[src/rtl/dram_map_pkg.sv]
package dram_map_pkg;

  localparam int CNT_W = 6;

  typedef enum logic [1:0] {
    MODE_OPEN  = 2'd0,
    MODE_CLOSE = 2'd1,
    MODE_FINE  = 2'd2
  } map_mode_e;

  typedef struct packed {
    logic             present;
    logic             close_pg;
    logic             hash_en;
    logic             fine;
    logic [CNT_W-1:0] row_n;
    logic [CNT_W-1:0] col_n;
    logic             err;
  } dimm_cfg_t;

  // descriptor field positions (decoded by the neighbour that writes them)
  localparam int F_PRESENT = 15;
  localparam int F_CLOSE   = 0;
  localparam int F_HASH    = 9;
  localparam int F_RANK_LO = 12;
  localparam int F_ROW_LO  = 2;
  localparam int F_COL_LO  = 0;
  localparam int ROW_BASE  = 12;
  localparam int COL_BASE  = 10;

  localparam int ROW_T_LEN = 17;
  localparam int COL_T_LEN = 10;

  localparam int ROW_CLOSE_T [ROW_T_LEN] =
    '{15,16,17,18,20,21,22,28,10,11,12,13,29,30,31,32,33};
  localparam int ROW_OPEN_T  [ROW_T_LEN] =
    '{14,15,16,20,28,21,22,23,24,25,26,27,29,30,31,32,33};
  localparam int COL_CLOSE_T [COL_T_LEN] = '{3,4,5,14,19,23,24,25,26,27};
  localparam int COL_FINE_T  [COL_T_LEN] = '{3,4,5,7,8,9,10,11,12,13};

  // source address bit for output bit i, -1 when the pattern has none
  function automatic int src_index(int is_row, int mode, int i);
    if (is_row != 0) begin
      if (i >= ROW_T_LEN) return -1;
      return (mode == 1) ? ROW_CLOSE_T[i] : ROW_OPEN_T[i];
    end
    if (i >= COL_T_LEN) return -1;
    if (mode == 1) return COL_CLOSE_T[i];
    if (mode == 2) return COL_FINE_T[i];
    return 3 + i;
  endfunction

  function automatic logic [1:0] pair_bits(logic [63:0] a, int lo, int hi,
                                           int xlo, int xhi, logic hx);
    logic [1:0] r;
    r = {a[hi], a[lo]};
    if (hx) r = r ^ {a[xhi], a[xlo]};
    return r;
  endfunction

endpackage

[src/rtl/dimm_cfg_reg.sv]
module dimm_cfg_reg
  import dram_map_pkg::*;
(
  input  logic        clk,
  input  logic        rst_n,
  input  logic        load_i,
  input  logic [31:0] word_i,
  input  logic        fine_i,
  output dimm_cfg_t   cfg_o
);

  logic [1:0] rank_f;
  logic [2:0] row_f;
  logic [1:0] col_f;
  logic       bad_field;
  dimm_cfg_t  nxt;
  dimm_cfg_t  cfg_q;
  logic       unused_bits;

  assign rank_f = word_i[F_RANK_LO +: 2];
  assign row_f  = word_i[F_ROW_LO +: 3];
  assign col_f  = word_i[F_COL_LO +: 2];
  assign unused_bits = ^{word_i[31:16], word_i[14], word_i[11:10], word_i[8:5]};

  assign bad_field = (rank_f < 2'd1) || (rank_f > 2'd2) ||
                     (row_f < 3'd1)  || (row_f > 3'd6)  ||
                     (col_f > 2'd2);

  always_comb begin
    nxt.present  = word_i[F_PRESENT];
    nxt.close_pg = word_i[F_CLOSE];
    nxt.hash_en  = word_i[F_HASH];
    nxt.fine     = fine_i;
    nxt.row_n    = CNT_W'(row_f) + CNT_W'(ROW_BASE);
    nxt.col_n    = CNT_W'(col_f) + CNT_W'(COL_BASE);
    nxt.err      = !word_i[F_PRESENT] || bad_field;
  end

  always_ff @(posedge clk) begin
    if (!rst_n) begin
      cfg_q     <= '0;
      cfg_q.err <= 1'b1;
    end else if (load_i) begin
      cfg_q <= nxt;
    end
  end

  assign cfg_o = cfg_q;

  AST_CFG_HELD: assert property (@(posedge clk) disable iff (!rst_n)
    !load_i |=> $stable(cfg_q));

endmodule

[src/rtl/addr_gather.sv]
module addr_gather
  import dram_map_pkg::*;
#(
  parameter int ADDR_W = 34,
  parameter int NOUT   = 18,
  parameter int IS_ROW = 1
) (
  input  logic [ADDR_W-1:0] addr_i,
  input  logic [CNT_W-1:0]  cnt_i,
  input  map_mode_e         mode_i,
  output logic [NOUT-1:0]   bits_o
);

  for (genvar i = 0; i < NOUT; i++) begin : g_bit
    localparam int S_OPEN  = src_index(IS_ROW, 0, i);
    localparam int S_CLOSE = src_index(IS_ROW, 1, i);
    localparam int S_FINE  = src_index(IS_ROW, 2, i);
    logic b_open, b_close, b_fine, picked;

    if (S_OPEN >= 0 && S_OPEN < ADDR_W) begin : g_o
      assign b_open = addr_i[S_OPEN];
    end else begin : g_on
      assign b_open = 1'b0;
    end
    if (S_CLOSE >= 0 && S_CLOSE < ADDR_W) begin : g_c
      assign b_close = addr_i[S_CLOSE];
    end else begin : g_cn
      assign b_close = 1'b0;
    end
    if (S_FINE >= 0 && S_FINE < ADDR_W) begin : g_f
      assign b_fine = addr_i[S_FINE];
    end else begin : g_fn
      assign b_fine = 1'b0;
    end

    always_comb begin
      unique case (mode_i)
        MODE_CLOSE: picked = b_close;
        MODE_FINE:  picked = b_fine;
        default:    picked = b_open;
      endcase
    end

    assign bits_o[i] = (CNT_W'(i) < cnt_i) ? picked : 1'b0;
  end

endmodule

[src/rtl/bank_hash.sv]
module bank_hash
  import dram_map_pkg::*;
#(
  parameter int ADDR_W = 34
) (
  input  logic [ADDR_W-1:0] addr_i,
  input  logic              close_i,
  input  logic              hash_i,
  input  logic              fine_i,
  output logic [1:0]        bank_o,
  output logic [1:0]        bgroup_o
);

  localparam int BG_FINE_SRC  = 6;
  localparam int BG_PLAIN_SRC = 13;

  always_comb begin
    if (close_i) begin
      bank_o   = pair_bits(64'(addr_i), 8, 9, 22, 28, hash_i);
      bgroup_o = pair_bits(64'(addr_i), 6, 7, 20, 21, hash_i);
    end else begin
      bank_o   = pair_bits(64'(addr_i), 18, 19, 22, 23, hash_i);
      bgroup_o = pair_bits(64'(addr_i), fine_i ? BG_FINE_SRC : BG_PLAIN_SRC,
                           17, 20, 21, hash_i);
    end
  end

endmodule

[src/rtl/dram_rcb_mapper.sv]
module dram_rcb_mapper
  import dram_map_pkg::*;
#(
  parameter int ADDR_W  = 34,
  parameter int ROW_W   = 18,
  parameter int COL_W   = 12,
  parameter int AP_BIT  = 10,
  parameter int OUT_REG = 1
) (
  input  logic              clk,
  input  logic              rst_n,
  input  logic              cfg_load_i,
  input  logic [31:0]       cfg_word_i,
  input  logic              cfg_fine_i,
  input  logic              in_valid_i,
  input  logic [ADDR_W-1:0] addr_i,
  output logic              out_valid_o,
  output logic              cfg_err_o,
  output logic [ROW_W-1:0]  row_o,
  output logic [COL_W-1:0]  col_o,
  output logic [1:0]        bank_o,
  output logic [1:0]        bgroup_o
);

  localparam logic [COL_W-1:0] AP_MASK = COL_W'(1) << AP_BIT;

  dimm_cfg_t  cfg;
  map_mode_e  mode;
  logic [ROW_W-1:0] row_c;
  logic [COL_W-1:0] col_g, col_c;
  logic [1:0] bank_c, bg_c;
  logic       vld_c;
  logic       st_close;
  logic [CNT_W-1:0] st_rown;

  dimm_cfg_reg u_cfg (
    .clk(clk), .rst_n(rst_n), .load_i(cfg_load_i),
    .word_i(cfg_word_i), .fine_i(cfg_fine_i), .cfg_o(cfg)
  );

  assign mode = cfg.close_pg ? MODE_CLOSE : (cfg.fine ? MODE_FINE : MODE_OPEN);

  addr_gather #(.ADDR_W(ADDR_W), .NOUT(ROW_W), .IS_ROW(1)) u_row (
    .addr_i(addr_i), .cnt_i(cfg.row_n), .mode_i(mode), .bits_o(row_c)
  );

  addr_gather #(.ADDR_W(ADDR_W), .NOUT(COL_W), .IS_ROW(0)) u_col (
    .addr_i(addr_i), .cnt_i(cfg.col_n), .mode_i(mode), .bits_o(col_g)
  );

  bank_hash #(.ADDR_W(ADDR_W)) u_bank (
    .addr_i(addr_i), .close_i(cfg.close_pg), .hash_i(cfg.hash_en),
    .fine_i(cfg.fine), .bank_o(bank_c), .bgroup_o(bg_c)
  );

  assign col_c     = cfg.close_pg ? (col_g | AP_MASK) : col_g;
  assign vld_c     = in_valid_i && !cfg.err;
  assign cfg_err_o = cfg.err;

  if (OUT_REG != 0) begin : g_reg
    always_ff @(posedge clk) begin
      if (!rst_n) begin
        out_valid_o <= 1'b0;
        row_o       <= '0;
        col_o       <= '0;
        bank_o      <= '0;
        bgroup_o    <= '0;
        st_close    <= 1'b0;
        st_rown     <= '0;
      end else begin
        out_valid_o <= vld_c;
        if (vld_c) begin
          row_o    <= row_c;
          col_o    <= col_c;
          bank_o   <= bank_c;
          bgroup_o <= bg_c;
          st_close <= cfg.close_pg;
          st_rown  <= cfg.row_n;
        end
      end
    end

    AST_ERR_BLOCKS: assert property (@(posedge clk) disable iff (!rst_n)
      cfg_err_o |=> !out_valid_o);
  end else begin : g_comb
    assign out_valid_o = vld_c;
    assign row_o       = row_c;
    assign col_o       = col_c;
    assign bank_o      = bank_c;
    assign bgroup_o    = bg_c;
    assign st_close    = cfg.close_pg;
    assign st_rown     = cfg.row_n;

    AST_ERR_BLOCKS: assert property (@(posedge clk) disable iff (!rst_n)
      cfg_err_o |-> !out_valid_o);
  end

  AST_ROW_MASKED: assert property (@(posedge clk) disable iff (!rst_n)
    out_valid_o |-> ((row_o >> st_rown) == '0));

  AST_AP_FORCED: assert property (@(posedge clk) disable iff (!rst_n)
    (out_valid_o && st_close) |-> col_o[AP_BIT]);

  AST_NO_REQ_NO_VALID: assert property (@(posedge clk) disable iff (!rst_n)
    (OUT_REG != 0 && !in_valid_i) |=> !out_valid_o);

endmodule

[config.mk]
export PLATFORM = sky130hd
export DESIGN_NAME = dram_rcb_mapper
export DESIGN_NICKNAME = d
export VERILOG_FILES = /design/src/rtl/dram_map_pkg.sv /design/src/rtl/dimm_cfg_reg.sv /design/src/rtl/addr_gather.sv /design/src/rtl/bank_hash.sv /design/src/rtl/dram_rcb_mapper.sv
export SDC_FILE = /design/constraint.sdc
export NUM_CORES = 1
export LEC_CHECK = 0
export BUFFER_PORTS_ARGS = -buffer_cell sky130_fd_sc_hd__buf_2
export CORE_MARGIN = 10
export CORE_UTILIZATION = 49
export DETAILED_ROUTE_END_ITERATION = 16
export PLACE_DENSITY = 0.94
export SLEW_MARGIN = 20
export SYNTH_ARGS = -nofsm -noshare
export SYNTH_HDL_FRONTEND = slang
export SYNTH_SLANG_ARGS = --single-unit
[constraint.sdc]
create_clock -name clk -period 3.05 [get_ports clk]
set_clock_uncertainty 0.15 [all_clocks]
set_input_delay 0 -clock clk [delete_from_list [all_inputs] [get_ports clk]]
set_output_delay 0 -clock clk [all_outputs]
set_load 0.05 [all_outputs]
==> qor.yml <==
worst_hold_path:
  min-delay-path-class: "primary input to flip-flop"
grt:
  grt.total_usage: 0.1868
  use_met1: 0.2034
  gr-total-overflow: 0
  use_met3: 0.07223
  top_usage_layer: "met2"
  grt_max_degree: 48
  grt_pass1_wl_mm: 11.34
  grt.met2_usage: 0.3144
  antenna_found_initial: 2
  grt_pass1_vias: 2350
timing:
  finalHoldViolations: 0
  slew_viol_final: 0
  max_freq_mhz: 342.6
  fin_crit_ns: 2.919
  tightest_slew_ns: 0.9244
  max_slew_margin: 0.3829
  fin_crit_sh: 0.9569
  tns_ns: 0
  rsz0062_at_grt: "no"
  setup_viol: 0
layout:
  fin_util: 0.6906
  final_net_count: 419
  area_growth_pct: 38.03
  drive_gt1_frac: 0.2808
  final_cell_count_no_fill: 403
placement:
  placed_cells: 356
  hpwl_mm: 4.436
  port_buffers: 78
  gp_congestion: 0.8071
setup_path:
  startpoint: "u_cfg.cfg_o[1]"
  r2r-end: "bgroup_o[0]"
  reg2reg_depth: 6
  path_max_fanout: 21
  arrival_ns: 2.97
  worst_setup_path_end_kind: "flip-flop"
  worstPathRequired_ns: 3.10
  rrSetupSlack_ns: 0.13
  critPathLaunchType: "flip-flop"
  crit_end: "bgroup_o[0]"
  crit_type: "flip-flop to flip-flop"
  r2r-start: "u_cfg.cfg_o[1]"
floorplan:
  initial_core_util: 0.5003
  die-area_sq_um: 7433
  rows: 24
  fp.coreArea_sq_um: 4294
  fp.dieW_microns: 86.22
  fp.dieH_microns: 86.22
  io_pins: 107
clock_tree:
  clkSlewWorstSetupHoldPaths_ns: 0.08
  clock_latency_ns: 0.30
  htree_levels: 2
  clock_path_buffers: 2
  clock_sinks: 44
  root_buffer: "clkbuf_8"
  cts_buffers: 5
  cts_tree: "done"
yosys:
  ys_ff_latch: 44
  yosys_warnings: 0
  syn-instance-count: 242
  synth_edf_count: 0
  yosysTopAreaCell: "dfxtp_1"
  synthFlopType: "dfxtp_1"
  synth_area_per_cell_sq_um: 8.877
  seq_area_frac_synth: 0.4100
  netlist-cell-type-count: 38
  post-synth-top-count-cell: "dfxtp_1"
  synth_area_sq_um: 2148
  synthTopCellsByCount: "dfxtp_1 (44), nand2_1 (24), nor2b_1 (24), mux2i_1 (19), o21ai_0 (16)"
  synth_area_leaders: "dfxtp_1 (41%), mux2i_1 (8.9%), nor2b_1 (7.0%)"
  synthArstFlopShare: 0
  synth_top_area_share: 0.4100
drt:
  route.detailed.drc: 0
  wire_per_inst_microns: 17.33
  wirelength_mm: 6.982
  avgViaCountPerCell: 5.462
  vias: 2201
  antenna_left: 0
  first_pass_iters: 4
  drt_iter0_drc: 247
power_and_ir_drop:
  total_power_mw: 1.192
  power_density_nw_per_um2: 401.9
  p_clk_frac: 0.319
  internal-power_uw: 870.2
  seqPwrFrac: 0.512
  peakVddDrop_v: 0.0003417
  switchingPower_uw: 321.5
  switching_share: 0.2698
  p_comb_frac: 0.169
  p_leak_nw: 1.274
flow_run:
  drv_cap: 0
outcome:
  outcome: "finished clean"
[flip-flops by register name, indices dropped and copies added, names as in the netlist]
register,flops
bgroup_o,2
out_valid_o,1
u_cfg.cfg_o,11
row_o,17
col_o,11
bank_o,2
[kinds of logic (layout without fill, tap and decap cells)]
group,Yosys count,count (layout),share of synthesized area
simple gates,82,82,0.1945
compound gates,62,62,0.1858
flops,44,44,0.4100
mux,26,26,0.1252
buf+inv,24,130,0.07047
xor+xnor,3,3,0.01223
other cells,1,4,0.001746
[routing by layer]
layer | wire length, microns | vias to the layer above
met4 | 162 | 0
li1 | - | 1065
met2 | 3359 | 114
met1 | 2780 | 1005
met5 | 0 | -
met3 | 679 | 17
[worst max-delay path, cell delays in order (launching register included)]
cell and delay, ns:
dfxtp_1 0.93, nor2_1 0.17, mux2i_1 0.15, dlygate4sd3_1 0.59, nand3_1 0.11, o221ai_1 0.13, dlygate4sd3_1 0.57
[how the worst min path moves through the flow]
stage / to / slack, ns / from / cells after the start
CTS: row_o[4] / 0.006 / addr_i[28] / 4
detailed placement: u_cfg.cfg_o[10] / 0.08 / cfg_word_i[4] / 2
floorplan: u_cfg.cfg_o[10] / -0.06 / cfg_word_i[4] / 1
finish: row_o[9] / 0.009 / addr_i[11] / 4
global route: row_o[11] / 0.02 / addr_i[13] / 4
global placement: u_cfg.cfg_o[10] / 0.08 / cfg_word_i[4] / 2
[cells in the final DEF, fill, tap and decap left out, types with 5 or more instances in the layout]
cell / netlist / layout
and2_1: 5 / 5
nand3_1: 12 / 12
o21ai_0: 16 / 16
nand2_1: 24 / 24
dfxtp_1: 44 / 44
mux2_2: 7 / 7
mux2i_1: 19 / 19
a21oi_1: 12 / 12
clkbuf_8: 0 / 6
a211oi_1: 5 / 5
buf_2: 4 / 78
a22oi_1: 9 / 9
dlygate4sd3_1: 0 / 37
nor2b_1: 24 / 24
nor2_1: 6 / 6
[metrics by stage]
| step | hold slack (ns) | worst slack [ns] | cell area (sq um) |
|---|---|---|---|
| after floorplan | -0.05648 | 1.440 | 2152 |
| after global placement | 0.07665 | 1.266 | 2497 |
| after detailed placement | 0.08123 | 1.214 | 2497 |
| after CTS | 0.006118 | 0.2484 | 2960 |
| after global routing | 0.01606 | 0.02625 | 2965 |
| final | 0.009185 | 0.1314 | 2965 |
[power by group through the flow]
| stage | clock network, mW | registers, mW | logic, mW |
|---|---|---|---|
| 2_1_floorplan | 0 | 0.622 | 0.103 |
| 3_3_place_gp | 0 | 0.622 | 0.150 |
| 3_5_place_dp | 0 | 0.623 | 0.154 |
| 4_1_cts | 0.387 | 0.609 | 0.194 |
| 5_1_grt | 0.415 | 0.613 | 0.217 |
| 6_report | 0.381 | 0.610 | 0.201 |
[timing repair]
item,CTS,global route
gates resized for setup,0,0
hold buffers,37,0
endpoints found under the hold margin,33,0
buffers inserted,0,0
[final cells by class]
| cell class | count | area, sq um |
|---|---|---|
| Fill cell | 342 | 1329 |
| Multi-Input combinational cell | 175 | 1120 |
| Sequential cell | 44 | 880.8 |
| Timing Repair Buffer | 119 | 790.8 |
| Clock buffer | 6 | 82.58 |
| Tap cell | 52 | 65.06 |
| Inverter | 3 | 11.26 |
| Clock inverter | 2 | 10.01 |
| Antenna cell | 2 | 5.005 |
Power figures use the tool's default switching activity.
